File: src/rtl/hsec_pkg.sv
package hsec_pkg;

   typedef enum logic [1:0] {
      ST_CLEAN   = 2'd0,
      ST_FIXED   = 2'd1,
      ST_UNCORR  = 2'd2,
      ST_OVERALL = 2'd3
   } hsec_status_e;

   localparam int MAX_POS = 64;

   // smallest check-bit count k with 2^k >= data + k + 1
   function automatic int par_bits(input int dw);
      for (int k = 1; k < 7; k++) begin
         if ((1 << k) >= dw + k + 1) return k;
      end
      return 7;
   endfunction

   function automatic bit is_pow2(input int p);
      return (p & (p - 1)) == 0;
   endfunction

   // position (1-based) that carries data bit idx; MSB takes the lowest free slot
   function automatic int data_pos(input int dw, input int idx);
      int want;
      int seen;
      want = dw - 1 - idx;
      seen = 0;
      for (int p = 1; p <= MAX_POS; p++) begin
         if (!is_pow2(p)) begin
            if (seen == want) return p;
            seen++;
         end
      end
      return 0;
   endfunction

   // positions covered by check bit k; bit p-1 stands for position p
   function automatic logic [MAX_POS-1:0] cover_mask(input int k);
      logic [MAX_POS-1:0] m;
      m = '0;
      for (int p = 1; p <= MAX_POS; p++) begin
         if (((p >> k) & 1) == 1) m[p-1] = 1'b1;
      end
      return m;
   endfunction

endpackage

File: src/rtl/hsec_encoder.sv
module hsec_encoder
   import hsec_pkg::*;
#(
   parameter int DATA_W = 8,
   parameter int PAR_W  = par_bits(DATA_W),
   parameter int CODE_W = DATA_W + PAR_W
) (
   input  logic [DATA_W-1:0] data,
   output logic [CODE_W:0]   word
);

   logic [CODE_W-1:0] raw;
   logic [CODE_W-1:0] body;
   logic [PAR_W-1:0]  pbits;

   always_comb begin
      raw = '0;
      for (int d = 0; d < DATA_W; d++) begin
         raw[data_pos(DATA_W, d)-1] = data[d];
      end
   end

   for (genvar k = 0; k < PAR_W; k++) begin : g_par
      localparam logic [MAX_POS-1:0] FULL = cover_mask(k);
      localparam logic [CODE_W-1:0]  MASK = FULL[CODE_W-1:0];
      assign pbits[k] = ^(raw & MASK);
   end

   always_comb begin
      body = raw;
      for (int k = 0; k < PAR_W; k++) begin
         body[(1 << k)-1] = pbits[k];
      end
   end

   assign word = {^body, body};

endmodule

File: src/rtl/hsec_syndrome.sv
module hsec_syndrome
   import hsec_pkg::*;
#(
   parameter int DATA_W = 8,
   parameter int PAR_W  = par_bits(DATA_W),
   parameter int CODE_W = DATA_W + PAR_W
) (
   input  logic [CODE_W:0]  word,
   output logic [PAR_W-1:0] syn,
   output logic             odd
);

   for (genvar k = 0; k < PAR_W; k++) begin : g_chk
      localparam logic [MAX_POS-1:0] FULL = cover_mask(k);
      localparam logic [CODE_W-1:0]  MASK = FULL[CODE_W-1:0];
      assign syn[k] = ^(word[CODE_W-1:0] & MASK);
   end

   assign odd = ^word;

endmodule

File: src/rtl/hsec_correct.sv
module hsec_correct
   import hsec_pkg::*;
#(
   parameter int DATA_W = 8,
   parameter int PAR_W  = par_bits(DATA_W),
   parameter int CODE_W = DATA_W + PAR_W
) (
   input  logic [CODE_W:0]   word,
   input  logic [PAR_W-1:0]  syn,
   input  logic              odd,
   output logic [DATA_W-1:0] data,
   output hsec_status_e      status
);

   logic              syn_nz;
   logic              in_range;
   logic [CODE_W-1:0] fixed;

   assign syn_nz   = |syn;
   assign in_range = (32'(syn) <= 32'(CODE_W));

   always_comb begin
      if (!syn_nz && !odd)        status = ST_CLEAN;
      else if (!syn_nz && odd)    status = ST_OVERALL;
      else if (odd && in_range)   status = ST_FIXED;
      else                        status = ST_UNCORR;
   end

   always_comb begin
      fixed = word[CODE_W-1:0];
      if (status == ST_FIXED) begin
         for (int p = 1; p <= CODE_W; p++) begin
            if (32'(syn) == 32'(p)) fixed[p-1] = ~fixed[p-1];
         end
      end
   end

   always_comb begin
      data = '0;
      for (int d = 0; d < DATA_W; d++) begin
         data[d] = fixed[data_pos(DATA_W, d)-1];
      end
   end

endmodule

File: src/rtl/hsec_codec.sv
module hsec_codec
   import hsec_pkg::*;
#(
   parameter int DATA_W = 8,
   parameter int PAR_W  = par_bits(DATA_W),
   parameter int CODE_W = DATA_W + PAR_W
) (
   input  logic              clk,
   input  logic              rst_n,
   input  logic [DATA_W-1:0] enc_data,
   output logic [CODE_W:0]   enc_word,
   input  logic              in_valid,
   input  logic [CODE_W:0]   in_word,
   output logic              out_valid,
   output logic [DATA_W-1:0] out_data,
   output logic [PAR_W-1:0]  out_syndrome,
   output logic [1:0]        out_status,
   output logic              out_single,
   output logic              out_double
);

   if (DATA_W < 2) begin : g_bad_width
      $error("hsec_codec: DATA_W must be at least 2");
   end
   if (CODE_W > MAX_POS) begin : g_bad_span
      $error("hsec_codec: code word exceeds supported position span");
   end
   if ((1 << PAR_W) < CODE_W + 1) begin : g_bad_par
      $error("hsec_codec: PAR_W too small to address every position");
   end

   hsec_encoder #(.DATA_W(DATA_W), .PAR_W(PAR_W), .CODE_W(CODE_W)) u_enc (
      .data (enc_data),
      .word (enc_word)
   );

   logic [PAR_W-1:0]  syn_c;
   logic              odd_c;
   logic [DATA_W-1:0] data_c;
   hsec_status_e      status_c;

   hsec_syndrome #(.DATA_W(DATA_W), .PAR_W(PAR_W), .CODE_W(CODE_W)) u_syn (
      .word (in_word),
      .syn  (syn_c),
      .odd  (odd_c)
   );

   hsec_correct #(.DATA_W(DATA_W), .PAR_W(PAR_W), .CODE_W(CODE_W)) u_cor (
      .word   (in_word),
      .syn    (syn_c),
      .odd    (odd_c),
      .data   (data_c),
      .status (status_c)
   );

   always_ff @(posedge clk) begin
      if (!rst_n) begin
         out_valid    <= 1'b0;
         out_data     <= '0;
         out_syndrome <= '0;
         out_status   <= 2'd0;
         out_single   <= 1'b0;
         out_double   <= 1'b0;
      end else begin
         out_valid <= in_valid;
         if (in_valid) begin
            out_data     <= data_c;
            out_syndrome <= syn_c;
            out_status   <= status_c;
            out_single   <= (status_c == ST_FIXED) || (status_c == ST_OVERALL);
            out_double   <= (status_c == ST_UNCORR);
         end
      end
   end

endmodule

File: config.mk
export PLATFORM = sky130hd
export DESIGN_NAME = hsec_codec
export DESIGN_NICKNAME = d
export VERILOG_FILES = /design/src/rtl/hsec_pkg.sv /design/src/rtl/hsec_encoder.sv /design/src/rtl/hsec_syndrome.sv /design/src/rtl/hsec_correct.sv /design/src/rtl/hsec_codec.sv
export SDC_FILE = /design/constraint.sdc
export NUM_CORES = 1
export LEC_CHECK = 0
export ABC_AREA = 1
export BUFFER_PORTS_ARGS = -buffer_cell sky130_fd_sc_hd__buf_2
export CAP_MARGIN = 20
export CORE_MARGIN = 2
export CORE_UTILIZATION = 40
export DETAILED_ROUTE_END_ITERATION = 7
export PLACE_DENSITY = 0.65
export SLEW_MARGIN = 20
export SYNTH_ARGS = -nofsm -noshare
export SYNTH_HDL_FRONTEND = slang
export SYNTH_SLANG_ARGS = --single-unit
File: constraint.sdc
create_clock -name clk -period 2.1 [get_ports clk]
set_clock_uncertainty 0.2 [all_clocks]
set_input_delay 0.105 -clock clk [delete_from_list [all_inputs] [get_ports clk]]
set_output_delay 0.105 -clock clk [all_outputs]
set_load 0.005 [all_outputs]
==> results.json, run 1 <==
{
  "status": "complete, no violations",
  "fillers": 435,
  "clk_pin_slew_ns": 0.06,
  "firstDrtPassIters": 4,
  "yosysTopAreaCellShare": 0.201,
  "power_switching_uw": 488,
  "power_mw": 1.22,
  "layout.nets": 349,
  "critical_path_arrival_ns": 1.63,
  "antenna_found_initial": 0,
  "coreArea_mm2": 0.00403,
  "crit_slowest_cell": "dlymetal6s4s_1",
  "drt_iter0_drc": 35,
  "holdWs_ns": 0.0389,
  "yosysSeqAreaShare": 0.201,
  "worstHoldStart": "in_word[9]",
  "die_x_um": 69.1,
  "cpMostUsedCell": "nand2_1",
  "avgSynthCellArea_um2": 6.14,
  "p_sw_frac": 0.400,
  "num_rows": 23,
  "cp_num_buf_inv": 4,
  "cts_tree": "built",
  "p_int_uw": 732,
  "yosys.area.top_type": "dfxtp_1",
  "reg2reg_setup_slack_ns": 1.19,
  "holdPathStages": 5,
  "ys_ff_latch": 17,
  "synth_area_leaders": "dfxtp_1 (20%), nand2_1 (19%), nand3_1 (10%)",
  "worstReg2RegStart": "out_syndrome[0]$_SDFFE_PN0P_",
  "vdd_drop_max_v": 0.000507,
  "insertedDiodeCount": 0,
  "initial_utilization": 0.421,
  "grt_overflow": 0,
  "vias": 1751,
  "syn_to_final_growth_pct": 21.7,
  "worst_slew_pin_slew_ns": 0.383,
  "synth_edf_count": 0,
  "clockRootBuffer": "clkbuf_8",
  "p_per_area_mw_per_mm2": 591,
  "fin_ws_ns": 0.428,
  "p_seq_frac": 0.303,
  "pre_cts_slack_ns": 0.242,
  "gp_congestion": 0.905,
  "p_comb_frac": 0.499,
  "drt_wl_total_um": 3900,
  "leakagePower_nw": 1.18,
  "clockPowerShare": 0.197,
  "drive_gt1_frac": 0.318,
  "synth_nets": 300,
  "grt_pass1_wl_um": 6800,
  "cp_max_fo": 6,
  "wl_per_cell_um": 10.4,
  "pin_count": 54,
  "vias_per_cell": 4.68,
  "first_global_vias": 1610,
  "synthFlopType": "dfxtp_1",
  "drc": 0,
  "cp-start-kind": "input port",
  "hpwl_um": 3240,
  "drv_cap": 0,
  "numPortBuffers": 53,
  "fin_tns_setup_ns": 0,
  "syn-cell-area_mm2": 0.00170,
  "holdPathEnd": "out_data[2]$_SDFFE_PN0P_",
  "synthCells": 276,
  "die_h_um": 69.1,
  "fin_crit_ns": 1.67,
  "relSlewSlack": 0.743,
  "rsz0062_at_grt": "false",
  "worstHoldPathType": "input port to flop",
  "dieArea_mm2": 0.00478,
  "crit_required_ns": 2.05,
  "final-hold-violation-count": 0,
  "synth_commonest_cells": "nand2_1 (86), nand3_1 (34), nor2_1 (27)",
  "async_flop_share": 0,
  "clock-sinks": 17,
  "worstReg2RegEnd": "out_syndrome[0]$_SDFFE_PN0P_",
  "setup_violations": 0,
  "clock_latency_ns": 0.25,
  "ys_warn_count": 0,
  "endpoint_kind": "flop",
  "crit_chain": "dlymetal6s4s_1 > buf_6 > nand2_1 > nand2_1 > nand2_2 > nand2_2 > nand2_1 > nand2_2 > nand2_4 > inv_2 > nor2_4 > nand3_4 > nand2_1 > nand3_2 > nand2_1 > inv_1",
  "final.period_utilization": 0.796,
  "grt_usage": 0.169,
  "grt_max_degree": 17,
  "synth_cell_types": 26,
  "crit_type": "input port to flop",
  "cts_buffer_depth": 2,
  "drv_slew": 0,
  "numCtsBuffers": 3,
  "htreeDepth": 1,
  "max_stage_delay_ns": 0.24,
  "timing.fmax_mhz": 598,
  "synth_most_common_cell": "nand2_1",
  "cp_top_family": "simple AND/OR/NAND/NOR gates",
  "final_antenna_net_count": 0,
  "ff2ff_path_depth": 4
}
-- logic make-up (layout without fill, tap and decap cells) --
family                 count (synthesis)  after routing  share of synthesized area
AND/OR/NAND/NOR                      179            179                      0.521
buffers and inverters                 48             96                      0.132
flip-flops                            17             17                      0.201
XOR/XNOR                              22             22                      0.114
AO/OA/AOI/OAI                         10             10                     0.0325
-- placed cells by master (no fill, tap or decap), types with 2 or more instances in the layout --
cell type / synthesis / layout
nand2_1: 86 / 84
buf_2: 3 / 52
nand3_1: 34 / 31
nor2_1: 27 / 27
inv_1: 25 / 25
nand2_2: 17 / 17
dfxtp_1: 17 / 17
xnor2_1: 15 / 14
xor2_1: 7 / 7
inv_2: 7 / 7
nand2_4: 4 / 6
nor2_4: 5 / 5
nand3_2: 1 / 4
a21oi_1: 4 / 4
o21ai_0: 3 / 3
clkbuf_8: 0 / 3
buf_4: 8 / 3
nor2_8: 2 / 2
o211ai_1: 2 / 2
-- layout make-up --
cell class	count	area [µm²]	share of cell area
Clock buffer	4	45.0	0.0218
Inverter	34	130	0.0631
Multi-Input combinational cell	211	1170	0.566
Sequential cell	17	340	0.165
Tap cell	50	62.6	0.0303
Timing Repair Buffer	58	317	0.153
-- layer usage --
layer  global-route usage  wire length (µm)
met4               0.0327                22
met5                    0                 0
met1                0.192              1780
met2                0.316              1920
met3               0.0424               174
-- through the flow --
stage | cell area [µm²] | instances | util
finish | 2060 | 374 | 0.512
global route | 2060 | 374 | 0.512
CTS | 2000 | 372 | 0.497
detailed placement | 1940 | 366 | 0.481
global placement | 1940 | 366 | 0.481
floorplan | 1700 | 276 | -
-- flip-flops by register name, indices dropped and copies added (netlist names) --
register / flops
out_double: 1
out_syndrome: 4
out_valid: 1
out_single: 1
out_data: 8
out_status: 2
-- power by group through the flow --
stage | registers, mW | logic, mW | clock network, mW
floorplan | 0.381 | 0.424 | 0
global placement | 0.377 | 0.575 | 0
detailed placement | 0.377 | 0.581 | 0
CTS | 0.370 | 0.586 | 0.249
global route | 0.375 | 0.683 | 0.265
finish | 0.370 | 0.609 | 0.241
-- worst max-delay path by stage --
stage                                          end  depth (start not counted)  slack [ns]        start
after floorplan           out_data[2]$_SDFFE_PN0P_                         13        0.54  in_word[11]
after global placement    out_data[3]$_SDFFE_PN0P_                         14        0.22   in_word[2]
after detailed placement  out_data[3]$_SDFFE_PN0P_                         14        0.24   in_word[2]
after CTS                 out_data[3]$_SDFFE_PN0P_                         15        0.06  in_word[11]
after global routing      out_data[7]$_SDFFE_PN0P_                         14        0.24   in_word[2]
final                     out_data[3]$_SDFFE_PN0P_                         16        0.43  in_word[11]
-- tightest hold or removal path, cell delays in order --
cell     delay, ns
buf_2         0.13
nand2_1       0.06
nand3_1       0.07
nand2_1       0.04
inv_1         0.04
-- repair_timing --
action                                 in CTS  in global routing
setup endpoints to repair                   0                 10
setup buffers                               0                  2
endpoints found under the hold margin       5                  0
hold buffers                                2                  0
gates resized for setup                     0                 12
Power figures use the tool's default switching activity.
==> run 2, diff against run 1 <==
PLACE_DENSITY = 0.68   (was 0.65)
clock period = 1.5 ns   (was 2.1 ns; I/O delays follow)
==> run 2 against run 1 <==
First-iteration DRC count is 100% higher. Worst hold slack worse by 0.032 ns. Via count is 11% higher. Global-route usage is 0.19 points higher. Final cell count is 7.8% higher. Clock-buffer cell count stayed put. Highest routed layer unchanged. Sequential share of layout area is 3.5 points lower. Utilization is 14 points higher.
==> results.json, run 2 (synthesis results as in run 1) <==
{
  "numPortBuffers": 53,
  "cpMostUsedCell": "nand2_4",
  "antenna_found_initial": 0,
  "hpwl_um": 3290,
  "cts_buffer_depth": 2,
  "cts_tree": "built",
  "num_rows": 23,
  "critical_path_arrival_ns": 1.39,
  "power_mw": 1.98,
  "worst_slew_pin_slew_ns": 0.348,
  "coreArea_mm2": 0.00403,
  "status": "complete, no violations",
  "firstDrtPassIters": 4,
  "clk_pin_slew_ns": 0.06,
  "drt_wl_total_um": 4510,
  "syn_to_final_growth_pct": 54.6,
  "htreeDepth": 1,
  "fin_ws_ns": 0.0529,
  "timing.fmax_mhz": 691,
  "worstHoldPathType": "input port to flop",
  "vias_per_cell": 4.80,
  "cp-start-kind": "input port",
  "crit_chain": "buf_6 > nand2_1 > nand2_4 > nand2_4 > nand2_4 > nand2_4 > nand2_4 > inv_2 > nand2_2 > nand2_4 > nor2_4 > buf_6 > nor2_1 > nand2_1 > a21oi_1",
  "dieArea_mm2": 0.00478,
  "mostFrequentLayoutCell": "nand2_1",
  "gp_congestion": 0.890,
  "final-hold-violation-count": 0,
  "die_x_um": 69.1,
  "clockRootBuffer": "clkbuf_8",
  "endpoint_kind": "flop",
  "clock-sinks": 17,
  "die_h_um": 69.1,
  "drive_gt1_frac": 0.530,
  "pre_cts_slack_ns": -0.257,
  "grt_usage": 0.171,
  "initial_utilization": 0.421,
  "rsz0062_at_grt": "true",
  "setup_violations": 0,
  "drv_cap": 0,
  "grt_pass1_wl_um": 6870,
  "fin_crit_ns": 1.45,
  "crit_slowest_cell": "nor2_4",
  "final.period_utilization": 0.965,
  "fin_cells": 403,
  "drv_slew": 0,
  "vias": 1936,
  "cp_max_fo": 6,
  "numCtsBuffers": 3,
  "drc": 0,
  "largest_register_ff_count": 8,
  "final_antenna_net_count": 0,
  "wl_per_cell_um": 11.2,
  "max_stage_delay_ns": 0.20,
  "p_per_area_mw_per_mm2": 755,
  "reg2reg_setup_slack_ns": 0.64,
  "reg_top3": "out_data (8), out_syndrome (4), out_status (2)",
  "pin_count": 54,
  "drt_iter0_drc": 71,
  "leakagePower_nw": 1.43,
  "crit_required_ns": 1.45,
  "place_inst": 389,
  "crit_type": "input port to flop",
  "vdd_drop_max_v": 0.000408,
  "insertedDiodeCount": 0,
  "grt_overflow": 0,
  "first_global_vias": 1656,
  "largest-register": "out_data",
  "relSlewSlack": 0.768,
  "layout.nets": 378,
  "grt_max_degree": 21,
  "clock_latency_ns": 0.26,
  "final_util": 0.651,
  "fillers": 346,
  "final_cell_mix": "nand2_1 (54), buf_2 (43), nand2_2 (33), buf_4 (33), nor2_1 (26)"
}
## run 2: changes by cell type in the layout (fill, tap and decap cells not counted), moves of 4 or more
cell,previous run,this run
buf_4,3,33
nand2_1,84,54
nand2_2,17,33
nand2_4,6,20
inv_1,25,15
buf_2,52,43
nand3_1,31,22
nand3_2,4,13
buf_6,1,7
inv_2,7,11
## run 2: cell type report
type	count	area [µm²]	area share
clock buffer	4	45.0	0.0172
inverter	34	155	0.0592
multi-input combinational	211	1420	0.542
sequential	17	340	0.130
tap	50	62.6	0.0239
timing repair buffer	87	597	0.228
## run 2: layer usage
metal / up-vias / share of wire / routed length (µm) / track usage
li1: 997 / - / - / -
met1: 859 / 0.42 / 1890 / 0.216
met2: 66 / 0.49 / 2200 / 0.292
met3: 14 / 0.063 / 282 / 0.0365
met4: 0 / 0.031 / 141 / 0.0479
met5: - / 0 / 0 / 0
## run 2: per-stage QoR
step	setup TNS [ns]	area [µm²]	hold slack [ns]
after floorplan	0	1730	-0.0274
after detailed placement	-2.57	2130	0.143
after CTS	0	2180	0.00119
after global routing	-0.209	2620	0.0408
after global placement	-2.25	2130	0.143
final	0	2620	0.00671
## run 2: path summary, 6_finish.rpt
kind / start / end / cells after the start
worst max-delay path: in_word[10] / out_double$_SDFFE_PN0P_ / 15
worst min-delay path: in_valid / out_valid$_SDFF_PN0_ / 3
worst max register to register: out_syndrome[0]$_SDFFE_PN0P_ / out_syndrome[0]$_SDFFE_PN0P_ / 4
worst min register to register: out_single$_SDFFE_PN0P_ / out_single$_SDFFE_PN0P_ / 2
## run 2: what timing repair did
| item | 4_1_cts | 5_1_grt |
|---|---|---|
| hold endpoints to repair | 7 | 0 |
| hold buffers | 1 | 0 |
| resized for setup | 0 | 118 |
| setup buffers | 0 | 9 |
| setup endpoints to repair | 0 | 12 |
## run 2: power breakdown
part / switching, mW / internal (mW) / total, mW
Sequential: 0.0203 / 0.498 / 0.518
Combinational: 0.619 / 0.497 / 1.12
Clock: 0.157 / 0.189 / 0.346
## run 2: critical path: cells and delay by family
kind                   cells  cell delay, ns
AND/OR/NAND/NOR           11            0.98
buffers and inverters      3            0.29
AO/OA/AOI/OAI              1            0.05
==> run 3, diff against run 2 <==
CORE_UTILIZATION = 46   (was 40)
PLACE_DENSITY = 0.76   (was 0.68)
REMOVE_ABC_BUFFERS = 1   (was not set)
==> run 3 against run 2 <==
Sequential power about the same. Sequential share of layout area up 0.16 points. Combinational power hardly changed. Critical endpoint is now out_data[0]$_SDFFE_PN0P_. Largest power group unchanged.
==> results.json, run 3 (synthesis results as in run 1) <==
{
  "status": "complete, no violations",
  "final_antenna_net_count": 0,
  "numCtsBuffers": 3,
  "insertedDiodeCount": 0,
  "grt.met1_usage": 0.251,
  "final_util": 0.718,
  "cts_tree": "built",
  "critical_path_arrival_ns": 1.46,
  "die_x_um": 64.7,
  "final.period_utilization": 0.989,
  "cts_buffer_depth": 2,
  "htreeDepth": 1,
  "grt_usage": 0.203,
  "crit_chain": "buf_4 > nand2_1 > nand2_4 > nand2_2 > nand2_2 > nand2_2 > nand2_4 > nor2_8 > buf_4 > nand4_1 > nor2_1 > nor2_1 > a21oi_1",
  "hpwl_um": 3300,
  "mostFrequentLayoutCell": "nand2_1",
  "setup_violations": 0,
  "ff_latch_area_um2": 340,
  "initial_utilization": 0.470,
  "final-hold-violation-count": 0,
  "rsz0062_at_grt": "true",
  "cp-start-kind": "input port",
  "numPortBuffers": 53,
  "crit_type": "input port to flop",
  "fin_tns_setup_ns": 0,
  "pin_count": 54,
  "p_per_area_mw_per_mm2": 752,
  "relSlewSlack": 0.770,
  "worstHoldPathType": "input port to flop",
  "clockRootBuffer": "clkbuf_8",
  "clock_latency_ns": 0.24,
  "crit_slowest_cell": "nor2_8",
  "gp_congestion": 0.869,
  "first_global_vias": 1670,
  "antenna_found_initial": 0,
  "largest_register_ff_count": 8,
  "crit_required_ns": 1.48,
  "num_rows": 22,
  "fin_crit_ns": 1.48,
  "fillers": 309,
  "drc": 0,
  "multi_input_area_mm2": 0.00140,
  "dieArea_mm2": 0.00419,
  "firstDrtPassIters": 4,
  "cp_top_family": "simple AND/OR/NAND/NOR gates",
  "grt_overflow": 0,
  "drt_wl_total_um": 4710,
  "grt_pass1_wl_um": 6840,
  "die_h_um": 64.7,
  "final_cell_mix": "nand2_1 (61), buf_2 (42), buf_4 (33)",
  "power_mw": 1.95,
  "vias": 1957,
  "use_met3": 0.0347,
  "cpMostUsedCell": "nand2_2",
  "wl_per_cell_um": 11.8,
  "cp_max_fo": 4,
  "max_stage_delay_ns": 0.16,
  "drive_gt1_frac": 0.514,
  "largest-register": "out_data",
  "busiest_layer": "met2",
  "worst_slew_pin_slew_ns": 0.345,
  "reg_top3": "out_data (8), out_syndrome (4), out_status (2)",
  "layout.nets": 377,
  "vdd_drop_max_v": 0.000565,
  "drv_cap": 0,
  "timing.fmax_mhz": 674,
  "endpoint_kind": "flop",
  "drt_iter0_drc": 80,
  "grt_max_degree": 21,
  "syn_to_final_growth_pct": 52.8,
  "leakagePower_nw": 1.42,
  "vias_per_cell": 4.89,
  "clk_pin_slew_ns": 0.06,
  "met2_usage": 0.374,
  "coreArea_mm2": 0.00361,
  "drv_slew": 0,
  "cp_num_buf_inv": 2,
  "clock-sinks": 17
}
## run 3: cell types whose count changed in the layout (fill, tap and decap cells not counted), moves of 3 or more
cell,before,now
nand2_1,54,61
inv_4,4,7
nand3_1,22,19
nand3_2,13,16
nand2_4,20,17
nand2_2,33,29
## run 3: timing repair
item,in CTS,in global routing
endpoints found under the setup margin,5,14
pin swaps,1,33
buffers inserted,0,5
hold buffers,2,0
endpoints found under the hold margin,7,0
gates resized for setup,2,108
## run 3: path summary, 6_finish.rpt
check / from / to / slack, ns / cells past startpoint
min: in_valid / out_valid$_SDFF_PN0_ / 0.01 / 3
max: in_word[9] / out_data[0]$_SDFFE_PN0P_ / 0.02 / 13
max reg2reg: out_data[6]$_SDFFE_PN0P_ / out_data[6]$_SDFFE_PN0P_ / 0.61 / 4
min reg2reg: out_double$_SDFFE_PN0P_ / out_double$_SDFFE_PN0P_ / 0.26 / 2
## run 3: power breakdown
part / switching [mW] / internal [mW]
logic: 0.623 / 0.479
registers: 0.0205 / 0.498
clock network: 0.139 / 0.188
total: 0.782 / 1.17
## run 3: area by class of cell
type / count / share of cell area
repair buffers: 86 / 0.229
inverters: 34 / 0.0604
well taps: 48 / 0.0232
flip-flops and latches: 17 / 0.131
multi-input cells: 211 / 0.539
clock buffers: 4 / 0.0174
## run 3: metrics by stage
step | cells | hold WS [ns] | setup slack [ns] | area, µm²
2_1_floorplan | 262 | -0.0500 | 0.0600 | 1600
3_3_place_gp | 389 | 0.143 | -0.254 | 2120
3_5_place_dp | 389 | 0.144 | -0.277 | 2120
4_1_cts | 395 | 0.00401 | 0.0105 | 2190
5_1_grt | 400 | 0.0599 | -0.0589 | 2590
6_report | 400 | 0.0135 | 0.0163 | 2590
## run 3: tightest hold or removal path, stage by stage
cell     delay [ns]
buf_2          0.22
nand2_1        0.09
inv_1          0.03
## run 3: metal layers
metal,vias to the layer above,part of all wire
met5,-,0
met4,0,0
met3,0,0.047
met2,61,0.56
met1,903,0.39
li1,993,-
